--- src/rtl/rsd_pkg.sv ---
package rsd_pkg;
  // Upper bound on the supported stack depth. It keeps the match and
  // query logic within a sensible depth.
  localparam int unsigned RSD_MAX_DEPTH = 64;

  // Result of looking up a line in the stack.
  typedef enum logic {
    LOOK_FOUND = 1'b0,
    LOOK_ABSENT = 1'b1
  } look_e;
endpackage

--- src/rtl/rsd_lru_stack.sv ---
module rsd_lru_stack #(
  parameter int unsigned DEPTH  = 8,
  parameter int unsigned ADDR_W = 12,
  parameter int unsigned ID_W   = 6,
  parameter int unsigned IDX_W  = 12,
  localparam int unsigned POS_W = $clog2(DEPTH + 1)
) (
  input  logic              clk,
  input  logic              rst_n,
  input  logic              upd_en,
  input  logic [ADDR_W-1:0] upd_line,
  input  logic [ID_W-1:0]   upd_id,
  input  logic [IDX_W-1:0]  upd_idx,
  output rsd_pkg::look_e    look_kind,
  output logic [POS_W-1:0]  look_pos,
  output logic [ID_W-1:0]   look_id,
  output logic [IDX_W-1:0]  look_idx
);
  localparam logic [POS_W-1:0] ABSENT_POS = POS_W'(DEPTH);

  // Entry 0 is the most recently used line.
  logic              vld_v  [DEPTH];
  logic [ADDR_W-1:0] line_v [DEPTH];
  logic [ID_W-1:0]   id_v   [DEPTH];
  logic [IDX_W-1:0]  idx_v  [DEPTH];

  logic [POS_W-1:0]  hit_pos;
  logic [ID_W-1:0]   hit_id;
  logic [IDX_W-1:0]  hit_idx;

  // Associative match. Lines are unique in the stack, so the search order
  // only matters for robustness.
  always_comb begin
    hit_pos = ABSENT_POS;
    hit_id  = '0;
    hit_idx = '0;
    for (int i = DEPTH - 1; i >= 0; i--) begin
      if (vld_v[i] && (line_v[i] == upd_line)) begin
        hit_pos = POS_W'(i);
        hit_id  = id_v[i];
        hit_idx = idx_v[i];
      end
    end
  end

  assign look_pos  = hit_pos;
  assign look_id   = hit_id;
  assign look_idx  = hit_idx;
  assign look_kind = (hit_pos == ABSENT_POS) ? rsd_pkg::LOOK_ABSENT
                                             : rsd_pkg::LOOK_FOUND;

  for (genvar g = 0; g < DEPTH; g++) begin : g_ent
    logic              v_q, v_d;
    logic [ADDR_W-1:0] l_q, l_d;
    logic [ID_W-1:0]   i_q, i_d;
    logic [IDX_W-1:0]  x_q, x_d;

    if (g == 0) begin : g_mru
      // The touched line always lands at the top.
      always_comb begin
        v_d = 1'b1;
        l_d = upd_line;
        i_d = upd_id;
        x_d = upd_idx;
      end
    end else begin : g_lower
      localparam logic [POS_W-1:0] GPOS = POS_W'(g);
      // Entries at or above the hit position move down by one. On a miss
      // all of them move, and the bottom entry drops out.
      always_comb begin
        if (GPOS <= hit_pos) begin
          v_d = vld_v[g-1];
          l_d = line_v[g-1];
          i_d = id_v[g-1];
          x_d = idx_v[g-1];
        end else begin
          v_d = v_q;
          l_d = l_q;
          i_d = i_q;
          x_d = x_q;
        end
      end
    end

    always_ff @(posedge clk or negedge rst_n) begin
      if (!rst_n) begin
        v_q <= 1'b0;
        l_q <= '0;
        i_q <= '0;
        x_q <= '0;
      end else if (upd_en) begin
        v_q <= v_d;
        l_q <= l_d;
        i_q <= i_d;
        x_q <= x_d;
      end
    end

    assign vld_v[g]  = v_q;
    assign line_v[g] = l_q;
    assign id_v[g]   = i_q;
    assign idx_v[g]  = x_q;
  end

  initial begin
    if (DEPTH < 2 || DEPTH > rsd_pkg::RSD_MAX_DEPTH)
      $error("rsd_lru_stack: DEPTH out of range");
  end
endmodule

--- src/rtl/rsd_hist.sv ---
module rsd_hist #(
  parameter int unsigned DEPTH = 8,
  parameter int unsigned CNT_W = 10,
  localparam int unsigned POS_W = $clog2(DEPTH + 1),
  localparam int unsigned SUM_W = CNT_W + POS_W,
  localparam int unsigned NBINS = DEPTH + 1
) (
  input  logic             clk,
  input  logic             rst_n,
  input  logic             inc_en,
  input  logic [POS_W-1:0] inc_bin,
  input  logic             qry_en,
  input  logic [POS_W-1:0] qry_size,
  output logic             qry_done,
  output logic [SUM_W-1:0] qry_sum
);
  localparam logic [POS_W-1:0] TOP_BIN = POS_W'(DEPTH);

  logic [CNT_W-1:0] bin_v [NBINS];

  for (genvar b = 0; b < NBINS; b++) begin : g_bin
    localparam logic [POS_W-1:0] BIDX = POS_W'(b);
    logic [CNT_W-1:0] c_q, c_d;

    // Saturating increment.
    always_comb begin
      c_d = c_q;
      if (inc_en && (inc_bin == BIDX) && (c_q != {CNT_W{1'b1}}))
        c_d = c_q + CNT_W'(1);
    end

    always_ff @(posedge clk or negedge rst_n) begin
      if (!rst_n) c_q <= '0;
      else if (inc_en) c_q <= c_d;
    end

    assign bin_v[b] = c_q;
  end

  logic [POS_W-1:0] size_eff;
  logic [SUM_W-1:0] sum_c;
  logic             done_q;
  logic [SUM_W-1:0] sum_q;

  assign size_eff = (qry_size > TOP_BIN) ? TOP_BIN : qry_size;

  // Sum every bin whose distance would miss in a cache of size_eff lines.
  always_comb begin
    sum_c = '0;
    for (int b = 0; b < NBINS; b++) begin
      if (POS_W'(b) >= size_eff) sum_c = sum_c + SUM_W'(bin_v[b]);
    end
  end

  always_ff @(posedge clk or negedge rst_n) begin
    if (!rst_n) begin
      done_q <= 1'b0;
      sum_q  <= '0;
    end else begin
      done_q <= qry_en;
      if (qry_en) sum_q <= sum_c;
    end
  end

  assign qry_done = done_q;
  assign qry_sum  = sum_q;
endmodule

--- src/rtl/rsd_profiler.sv ---
module rsd_profiler #(
  parameter int unsigned DEPTH  = 8,
  parameter int unsigned ADDR_W = 12,
  parameter int unsigned ID_W   = 6,
  parameter int unsigned IDX_W  = 12,
  parameter int unsigned CNT_W  = 10
) (
  input  logic                                 clk,
  input  logic                                 rst_n,
  input  logic                                 acc_valid,
  input  logic [ADDR_W-1:0]                    acc_line,
  input  logic [ID_W-1:0]                      acc_id,
  input  logic                                 qry_valid,
  input  logic [$clog2(DEPTH+1)-1:0]           qry_size,
  output logic                                 res_valid,
  output logic [IDX_W-1:0]                     res_reuse,
  output logic [$clog2(DEPTH+1)-1:0]           res_stack,
  output logic                                 res_inf,
  output logic [ID_W-1:0]                      res_cur_id,
  output logic [ID_W-1:0]                      res_prev_id,
  output logic                                 qry_done,
  output logic [CNT_W+$clog2(DEPTH+1)-1:0]     qry_misses
);
  localparam int unsigned POS_W = $clog2(DEPTH + 1);
  localparam int unsigned SUM_W = CNT_W + POS_W;

  rsd_pkg::look_e   look_kind;
  logic [POS_W-1:0] look_pos;
  logic [ID_W-1:0]  look_id;
  logic [IDX_W-1:0] look_idx;

  // Running access index, used to form reuse distances.
  logic [IDX_W-1:0] idx_q, idx_d;

  rsd_lru_stack #(
    .DEPTH (DEPTH),
    .ADDR_W(ADDR_W),
    .ID_W  (ID_W),
    .IDX_W (IDX_W)
  ) u_stack (
    .clk      (clk),
    .rst_n    (rst_n),
    .upd_en   (acc_valid),
    .upd_line (acc_line),
    .upd_id   (acc_id),
    .upd_idx  (idx_q),
    .look_kind(look_kind),
    .look_pos (look_pos),
    .look_id  (look_id),
    .look_idx (look_idx)
  );

  rsd_hist #(
    .DEPTH(DEPTH),
    .CNT_W(CNT_W)
  ) u_hist (
    .clk     (clk),
    .rst_n   (rst_n),
    .inc_en  (acc_valid),
    .inc_bin (look_pos),
    .qry_en  (qry_valid),
    .qry_size(qry_size),
    .qry_done(qry_done),
    .qry_sum (qry_misses)
  );

  // Next-state for the result registers.
  logic             vld_d, inf_d;
  logic [IDX_W-1:0] reuse_d;
  logic [POS_W-1:0] stack_d;
  logic [ID_W-1:0]  cur_d, prev_d;

  always_comb begin
    idx_d   = idx_q + IDX_W'(1);
    vld_d   = acc_valid;
    stack_d = look_pos;
    cur_d   = acc_id;
    if (look_kind == rsd_pkg::LOOK_FOUND) begin
      inf_d   = 1'b0;
      reuse_d = idx_q - look_idx - IDX_W'(1);
      prev_d  = look_id;
    end else begin
      inf_d   = 1'b1;
      reuse_d = {IDX_W{1'b1}};
      prev_d  = '0;
    end
  end

  logic             vld_q, inf_q;
  logic [IDX_W-1:0] reuse_q;
  logic [POS_W-1:0] stack_q;
  logic [ID_W-1:0]  cur_q, prev_q;

  always_ff @(posedge clk or negedge rst_n) begin
    if (!rst_n) begin
      idx_q   <= '0;
      vld_q   <= 1'b0;
      inf_q   <= 1'b0;
      reuse_q <= '0;
      stack_q <= '0;
      cur_q   <= '0;
      prev_q  <= '0;
    end else begin
      vld_q <= vld_d;
      if (acc_valid) begin
        idx_q   <= idx_d;
        inf_q   <= inf_d;
        reuse_q <= reuse_d;
        stack_q <= stack_d;
        cur_q   <= cur_d;
        prev_q  <= prev_d;
      end
    end
  end

  assign res_valid   = vld_q;
  assign res_reuse   = reuse_q;
  assign res_stack   = stack_q;
  assign res_inf     = inf_q;
  assign res_cur_id  = cur_q;
  assign res_prev_id = prev_q;

  // SUM_W names the width of qry_misses. This ties it to the port.
  initial begin
    if ($bits(qry_misses) != SUM_W) $error("rsd_profiler: width mismatch");
  end
endmodule

--- config.mk ---
export PLATFORM = sky130hd
export DESIGN_NAME = rsd_profiler
export DESIGN_NICKNAME = d
export VERILOG_FILES = /design/src/rtl/rsd_pkg.sv /design/src/rtl/rsd_lru_stack.sv /design/src/rtl/rsd_hist.sv /design/src/rtl/rsd_profiler.sv
export SDC_FILE = /design/constraint.sdc
export NUM_CORES = 1
export LEC_CHECK = 0
export BUFFER_PORTS_ARGS = -buffer_cell sky130_fd_sc_hd__buf_2
export CORE_MARGIN = 2
export CORE_UTILIZATION = 55
export DETAILED_ROUTE_END_ITERATION = 12
export PLACE_DENSITY_LB_ADDON = 0.2
export SYNTH_ARGS = -nofsm -noshare
export SYNTH_HDL_FRONTEND = slang
export SYNTH_HIERARCHICAL = 1
export SYNTH_SLANG_ARGS = --single-unit
--- constraint.sdc ---
create_clock -name clk -period 23.2 [get_ports clk]
set_clock_uncertainty 0.1 [all_clocks]
set_input_delay 5.8 -clock clk [delete_from_list [all_inputs] [get_ports clk]]
set_output_delay 5.8 -clock clk [all_outputs]
set_load 0.02 [all_outputs]
==> qor.yml, run 1 <==
ys_types: 95
die_x_um: 208.7
worstPathBufferInverterCount: 4
stdcell_area_um2: 25350
yosys_warnings: 6
syn-num-nets: 2286
critPathMaxFanout: 20
grt_setup_unrepaired: "false"
cts_buffers: 45
wirelength_mm: 49.80
syn2layout_area_growth_pct: 9.964
fin_tns_setup_ps: 0
yosys_register_bits: 395
cts_setup_buffers: 0
finalCriticalPeriod_ps: 15250
maxSlewViolCount: 0
yosysSeqAreaShare: 0.4287
avgRoutedWirePerCell_um: 17.92
grt_usage: 0.2322
fmax_ghz: 0.06559
hold_path_class: "register to register"
worst_ep_required_time_ps: 23610
seqPwrFrac: 0.459
arrival_ps: 15650
cts-resized-gates: 0
worstSetupEndpointType: "register"
cap_viol_max_count: 0
mostFrequentLayoutCells: "dfrtp_1 (395), xnor2_1 (185), mux2_2 (181)"
grt_pass1_vias: 16340
antenna_cells: 0
cts-htree-levels: 2
final_common_cell: "dfrtp_1"
core_um2: 41670
grt_max_degree: 112
hold_buffers: 0
max_slew.worst_pin.slew_ps: 1108
pwr-share-clk: 0.362
die_area_um2: 43570
slowest_delay_ps: 700
syn_area_um2: 23050
ant_nets: 0
intPower_mw: 1.468
power_frac_comb: 0.179
clk_latency_ps: 580
placed_area_um2: 23790
power.density_nw_per_um2: 80.16
cp-start-kind: "input port"
root_buffer: "clkbuf_16"
timing.slew.headroom: 0.2559
p_switching_mw: 0.5641
drive_gt1_frac: 0.2063
cp_top_family: "compound AO/OA/AOI/OAI gates"
syn_avg_cell_area_um2: 10.72
fin_nets: 2340
clock-sinks: 395
io_buffers: 70
path_class: "input port to register"
ios: 71
row_count: 75
ir_drop_mv: 0.05417
synth-edff-count: 0
switching_share: 0.2776
crit_top_cell: "ha_1"
start_util: 0.5533
die_y_um: 208.7
synth_flop_cell: "dfrtp_1"
via_count: 15960
netlist_instances: 2151
path_clk_slew_ps: 60
utilization: 0.6085
slowest_stage: "a2111oi_1"
worst_slack_ps: 7954
leakage_nw: 11.27
antenna_found_initial: 0
post-place-ws_ps: 7414
place_congestion: 0.8449
synth_async_sr_flop_share: 1.000
drt_iter0_drc: 818
setup_violations: 0
cts_buffer_depth: 3
grt_pass1_wl_mm: 83.21
cts_tree: "yes"
status: "complete, no violations"
finalHoldViolCount: 0
power_mw: 2.032
overflow: 0
route.detailed.drc: 0
dp_hpwl_mm: 35.65
period_share: 0.6571
firstDrtPassIters: 5
viasPerCell: 5.743
==> state kept, by name (all words and copies together) (netlist names) <==
signal / count
res_prev_id: 6
u_stack/g_ent.x_q: 96
u_hist/qry_sum: 14
u_stack/g_ent.l_q: 96
u_stack/g_ent.i_q: 48
res_inf: 1
u_stack/g_ent.v_q: 8
res_valid: 1
res_stack: 4
res_cur_id: 6
u_hist/g_bin.c_q: 90
idx_q: 12
res_reuse: 12
u_hist/qry_done: 1
==> final timing paths <==
check / depth (start not counted) / from / slack (ps) / to
worst max-delay path: 46 / qry_size[3] / 7950 / u_hist/qry_sum[13]$_DFFE_PN0P_
worst min-delay path: 1 / u_hist/g_bin[0].c_q[6]$_DFFE_PN0P_ / 390 / u_hist/g_bin[0].c_q[6]$_DFFE_PN0P_
worst max register to register: 43 / u_hist/g_bin[0].c_q[0]$_DFFE_PN0P_ / 13380 / u_hist/qry_sum[13]$_DFFE_PN0P_
worst min register to register: 1 / u_hist/g_bin[0].c_q[6]$_DFFE_PN0P_ / 390 / u_hist/g_bin[0].c_q[6]$_DFFE_PN0P_
max in group asynchronous: 3 / rst_n / 15500 / res_reuse[11]$_DFFE_PN0P_
min in group asynchronous: 1 / rst_n / 5180 / u_hist/qry_done$_DFF_PN0_
==> synthesized netlist by cell type (17+ instances only) <==
cell,number,area (µm²)
a21o_1,22,165.2
a21oi_1,106,530.5
a22oi_1,20,150.1
and2_1,18,112.6
and3_1,30,187.7
buf_2,19,95.09
clkbuf_1,37,138.9
dfrtp_1,395,9884
ha_1,100,1251
inv_1,72,270.3
mux2_1,31,349.1
mux2_2,181,2038
mux2_4,61,915.9
nand2_1,137,514.2
nand2b_1,17,106.4
nand3_1,88,440.4
nand4_1,33,206.5
nor2_1,136,510.5
nor2b_1,29,181.4
nor3_1,36,180.2
o21ai_0,75,375.4
o22ai_1,17,106.4
xnor2_1,185,1620
xor2_1,63,551.8
==> layout make-up <==
cell class                 count  area [µm²]
timing repair buffer          93       535.5
multi-input combinational   1597       12420
sequential                   395        9884
fill                        3468       16310
tap                          539       674.4
clock buffer                  64        1297
clock inverter                18       261.5
inverter                      73       274.0
==> per-stage QoR <==
step | std cells | hold slack, ps
after floorplan | 2151 | 350.0
after global placement | 2697 | 367.5
after detailed placement | 2697 | 377.5
after CTS | 2779 | 385.0
after global routing | 2779 | 413.9
final | 2779 | 387.5
==> cells by family (layout without fill, tap and decap cells) <==
logic type	count (synthesis)	after routing	synth area share
simple gates	596	596	0.1309
flops	395	395	0.4287
compound gates	360	360	0.1022
mux	280	280	0.1463
xor+xnor	251	251	0.09633
buf+inv	159	248	0.03294
fa+ha+maj	110	110	0.06252
==> power by group through the flow <==
stage | combinational (mW) | clock (mW) | sequential [mW]
detailed placement | 0.366 | 0 | 0.941
global placement | 0.353 | 0 | 0.932
CTS | 0.368 | 0.755 | 0.931
finish | 0.364 | 0.736 | 0.932
floorplan | 0.286 | 0 | 0.917
global route | 0.400 | 0.781 | 0.952
==> layer usage <==
metal | vias to the layer above | part of all wire | GRT usage
li1 | 7738 | - | -
met1 | 7914 | 0.46 | 0.3133
met2 | 238 | 0.48 | 0.3903
met3 | 70 | 0.031 | 0.03096
met4 | 0 | 0.022 | 0.07291
met5 | - | 0 | 0
No activity file was read; power rests on OpenSTA's default activity.
==> run 2, diff against run 1 <==
==> constraint.sdc (replaced) <==
create_clock -name clk -period 15.7 [get_ports clk]
set_clock_uncertainty 0.1 [all_clocks]
set_input_delay 3.925 -clock clk [delete_from_list [all_inputs] [get_ports clk]]
set_output_delay 3.925 -clock clk [all_outputs]
set_load 0.02 [all_outputs]
==> run 2 against run 1 <==
Effect of this change: combinational power increased by 48%; non-clock buffer count unchanged; critical path depth stayed put; clock-buffer cell count unchanged; die area did not move; highest routed layer unchanged; via count is essentially flat; clock power grew 43%; worst setup slack got worse by 5700 ps; worst hold slack better by 7.0 ps.
==> qor.yml, run 2 (synthesis results as in run 1) <==
grt_max_degree: 112  # unchanged
place_congestion: 0.8434  # -0.18%
clock-sinks: 395  # unchanged
period_share: 0.8551
drive_gt1_frac: 0.2043  # -0.001959
syn2layout_area_growth_pct: 9.666
avgRoutedWirePerCell_um: 17.79  # -0.73%
slowest_delay_ps: 670  # -30 ps
fmax_ghz: 0.07449
die_x_um: 208.7  # unchanged
max_slew.worst_pin.slew_ps: 1056  # -51.79 ps
wirelength_mm: 49.40  # -0.80%
worstSetupStartpoint: "qry_size[3]"
final_common_cell: "dfrtp_1"
cp-start-kind: "input port"
worst_r2r_endpoint: "u_hist/qry_sum[13]$_DFFE_PN0P_"
die_y_um: 208.7  # unchanged
min_from: "u_hist/g_bin[0].c_q[9]$_DFFE_PN0P_"
arrival_ps: 13820  # -1830 ps
grtUsageMet1: 0.3088  # -0.004502
worstSetupEndpointType: "register"
overflow: 0  # unchanged
worst_ep_required_time_ps: 16100  # -7510 ps
grt_use_met3: 0.02976  # -0.001202
drt_iter0_drc: 827  # +1.1%
critPathMaxFanout: 20  # unchanged
start_util: 0.5533  # unchanged
antenna_found_initial: 1  # +1
mostFrequentLayoutCells: "dfrtp_1 (395), xnor2_1 (185), mux2_2 (181)"
ant_nets: 0  # unchanged
via_count: 15950  # -0.094%
top_usage_layer: "met2"
setup_violations: 0  # unchanged
maxSlewViolCount: 0  # unchanged
r2r_cells: 43  # unchanged
viasPerCell: 5.742  # about the same
fin_nets: 2339  # -0.043%
core_um2: 41670  # unchanged
status: "complete, no violations"
hold_buffers: 0  # unchanged
firstDrtPassIters: 5  # unchanged
hold_path_class: "register to register"
utilization: 0.6068  # -0.001651
setup.worst_path.end: "u_hist/qry_sum[13]$_DFFE_PN0P_"
r2r_slack_ps: 5820  # -7560 ps
cts-resized-gates: 0  # unchanged
power.density_nw_per_um2: 117.2  # +46%
cts_buffer_depth: 3  # unchanged
ir_drop_mv: 0.08487  # +57%
cts_setup_buffers: 0  # unchanged
grt_setup_unrepaired: "false"
largestRegisters: "u_stack/g_ent.l_q: 96 flops, u_stack/g_ent.x_q: 96 flops, u_hist/g_bin.c_q: 90 flops"
finalCriticalPeriod_ps: 13420
path_class: "input port to register"
route.detailed.drc: 0  # unchanged
placed_area_um2: 23790  # unchanged
slowest_stage: "a2111oi_1"
stdcell_area_um2: 25280  # -0.27%
grt_usage: 0.2307  # -0.001583
die_area_um2: 43570  # unchanged
row_count: 75  # unchanged
finalHoldViolCount: 0  # unchanged
path_clk_slew_ps: 60  # about the same
crit_top_cell: "ha_1"
dp_hpwl_mm: 35.57  # -0.21%
grt_pass1_vias: 16250  # -0.53%
timing.slew.headroom: 0.2907  # +0.03479
cts_buffers: 44  # -2.2%
cts-htree-levels: 2  # unchanged
fin_tns_setup_ps: 0  # unchanged
fin_cells: 2777  # -0.072%
cts_tree: "yes"
grt_use_met2: 0.3932  # +0.002874
grt_pass1_wl_mm: 82.69  # -0.63%
root_buffer: "clkbuf_16"
clk_latency_ps: 580  # about the same
placedCellCount: 2697  # unchanged
cap_viol_max_count: 0  # unchanged
r2r-start: "u_hist/g_bin[0].c_q[0]$_DFFE_PN0P_"
io_buffers: 70  # unchanged
ios: 71  # unchanged
leakage_nw: 11.24  # -0.32%
-- run 2: cell type report --
type | count | area, µm²
fill | 3473 | 16380
sequential | 395 | 9884
inverter | 73 | 274.0
tap | 539 | 674.4
clock buffer | 64 | 1266
antenna | 1 | 2.502
timing repair buffer | 93 | 535.5
clock inverter | 15 | 221.5
multi-input combinational | 1597 | 12420
-- run 2: per-layer routing --
metal	wire length (µm)	vias up
met3	1507	68
met1	22940	7882
met4	1020	0
met5	0	-
li1	-	7746
met2	23930	249
-- run 2: how the worst min path moves through the flow --
stage | end | slack (ps) | depth (start not counted)
after floorplan | u_stack/g_ent[0].v_q$_DFFE_PN0P_ | 350 | 1
after global placement | u_stack/g_ent[0].v_q$_DFFE_PN0P_ | 370 | 1
after detailed placement | res_cur_id[1]$_DFFE_PN0P_ | 390 | 1
after CTS | u_hist/g_bin[6].c_q[6]$_DFFE_PN0P_ | 400 | 1
after global routing | u_hist/qry_sum[12]$_DFFE_PN0P_ | 410 | 1
final | u_hist/g_bin[0].c_q[9]$_DFFE_PN0P_ | 390 | 1
-- run 2: where the power goes --
group          internal (mW)  total (mW)  switching [mW]
registers               1.21        1.38           0.165
clock network          0.629        1.05           0.419
logic                  0.298       0.537           0.240
-- run 2: stage by stage --
step                power, mW  hold WS (ps)  worst slack (ps)
floorplan               1.778         350.0              2813
global placement        1.899         367.6              2098
detailed placement      1.930         389.7              1748
CTS                     2.995         402.2              2324
global route            3.113         412.1              1344
finish                  2.962         394.5              2276
-- run 2: critical path, delay by kind of cell --
kind	cells	cell delay [ps]
buffers and inverters	4	660
adder cells (fa/ha/maj)	10	3030
AO/OA/AOI/OAI	12	3100
AND/OR/NAND/NOR	17	2560
XOR/XNOR	3	530
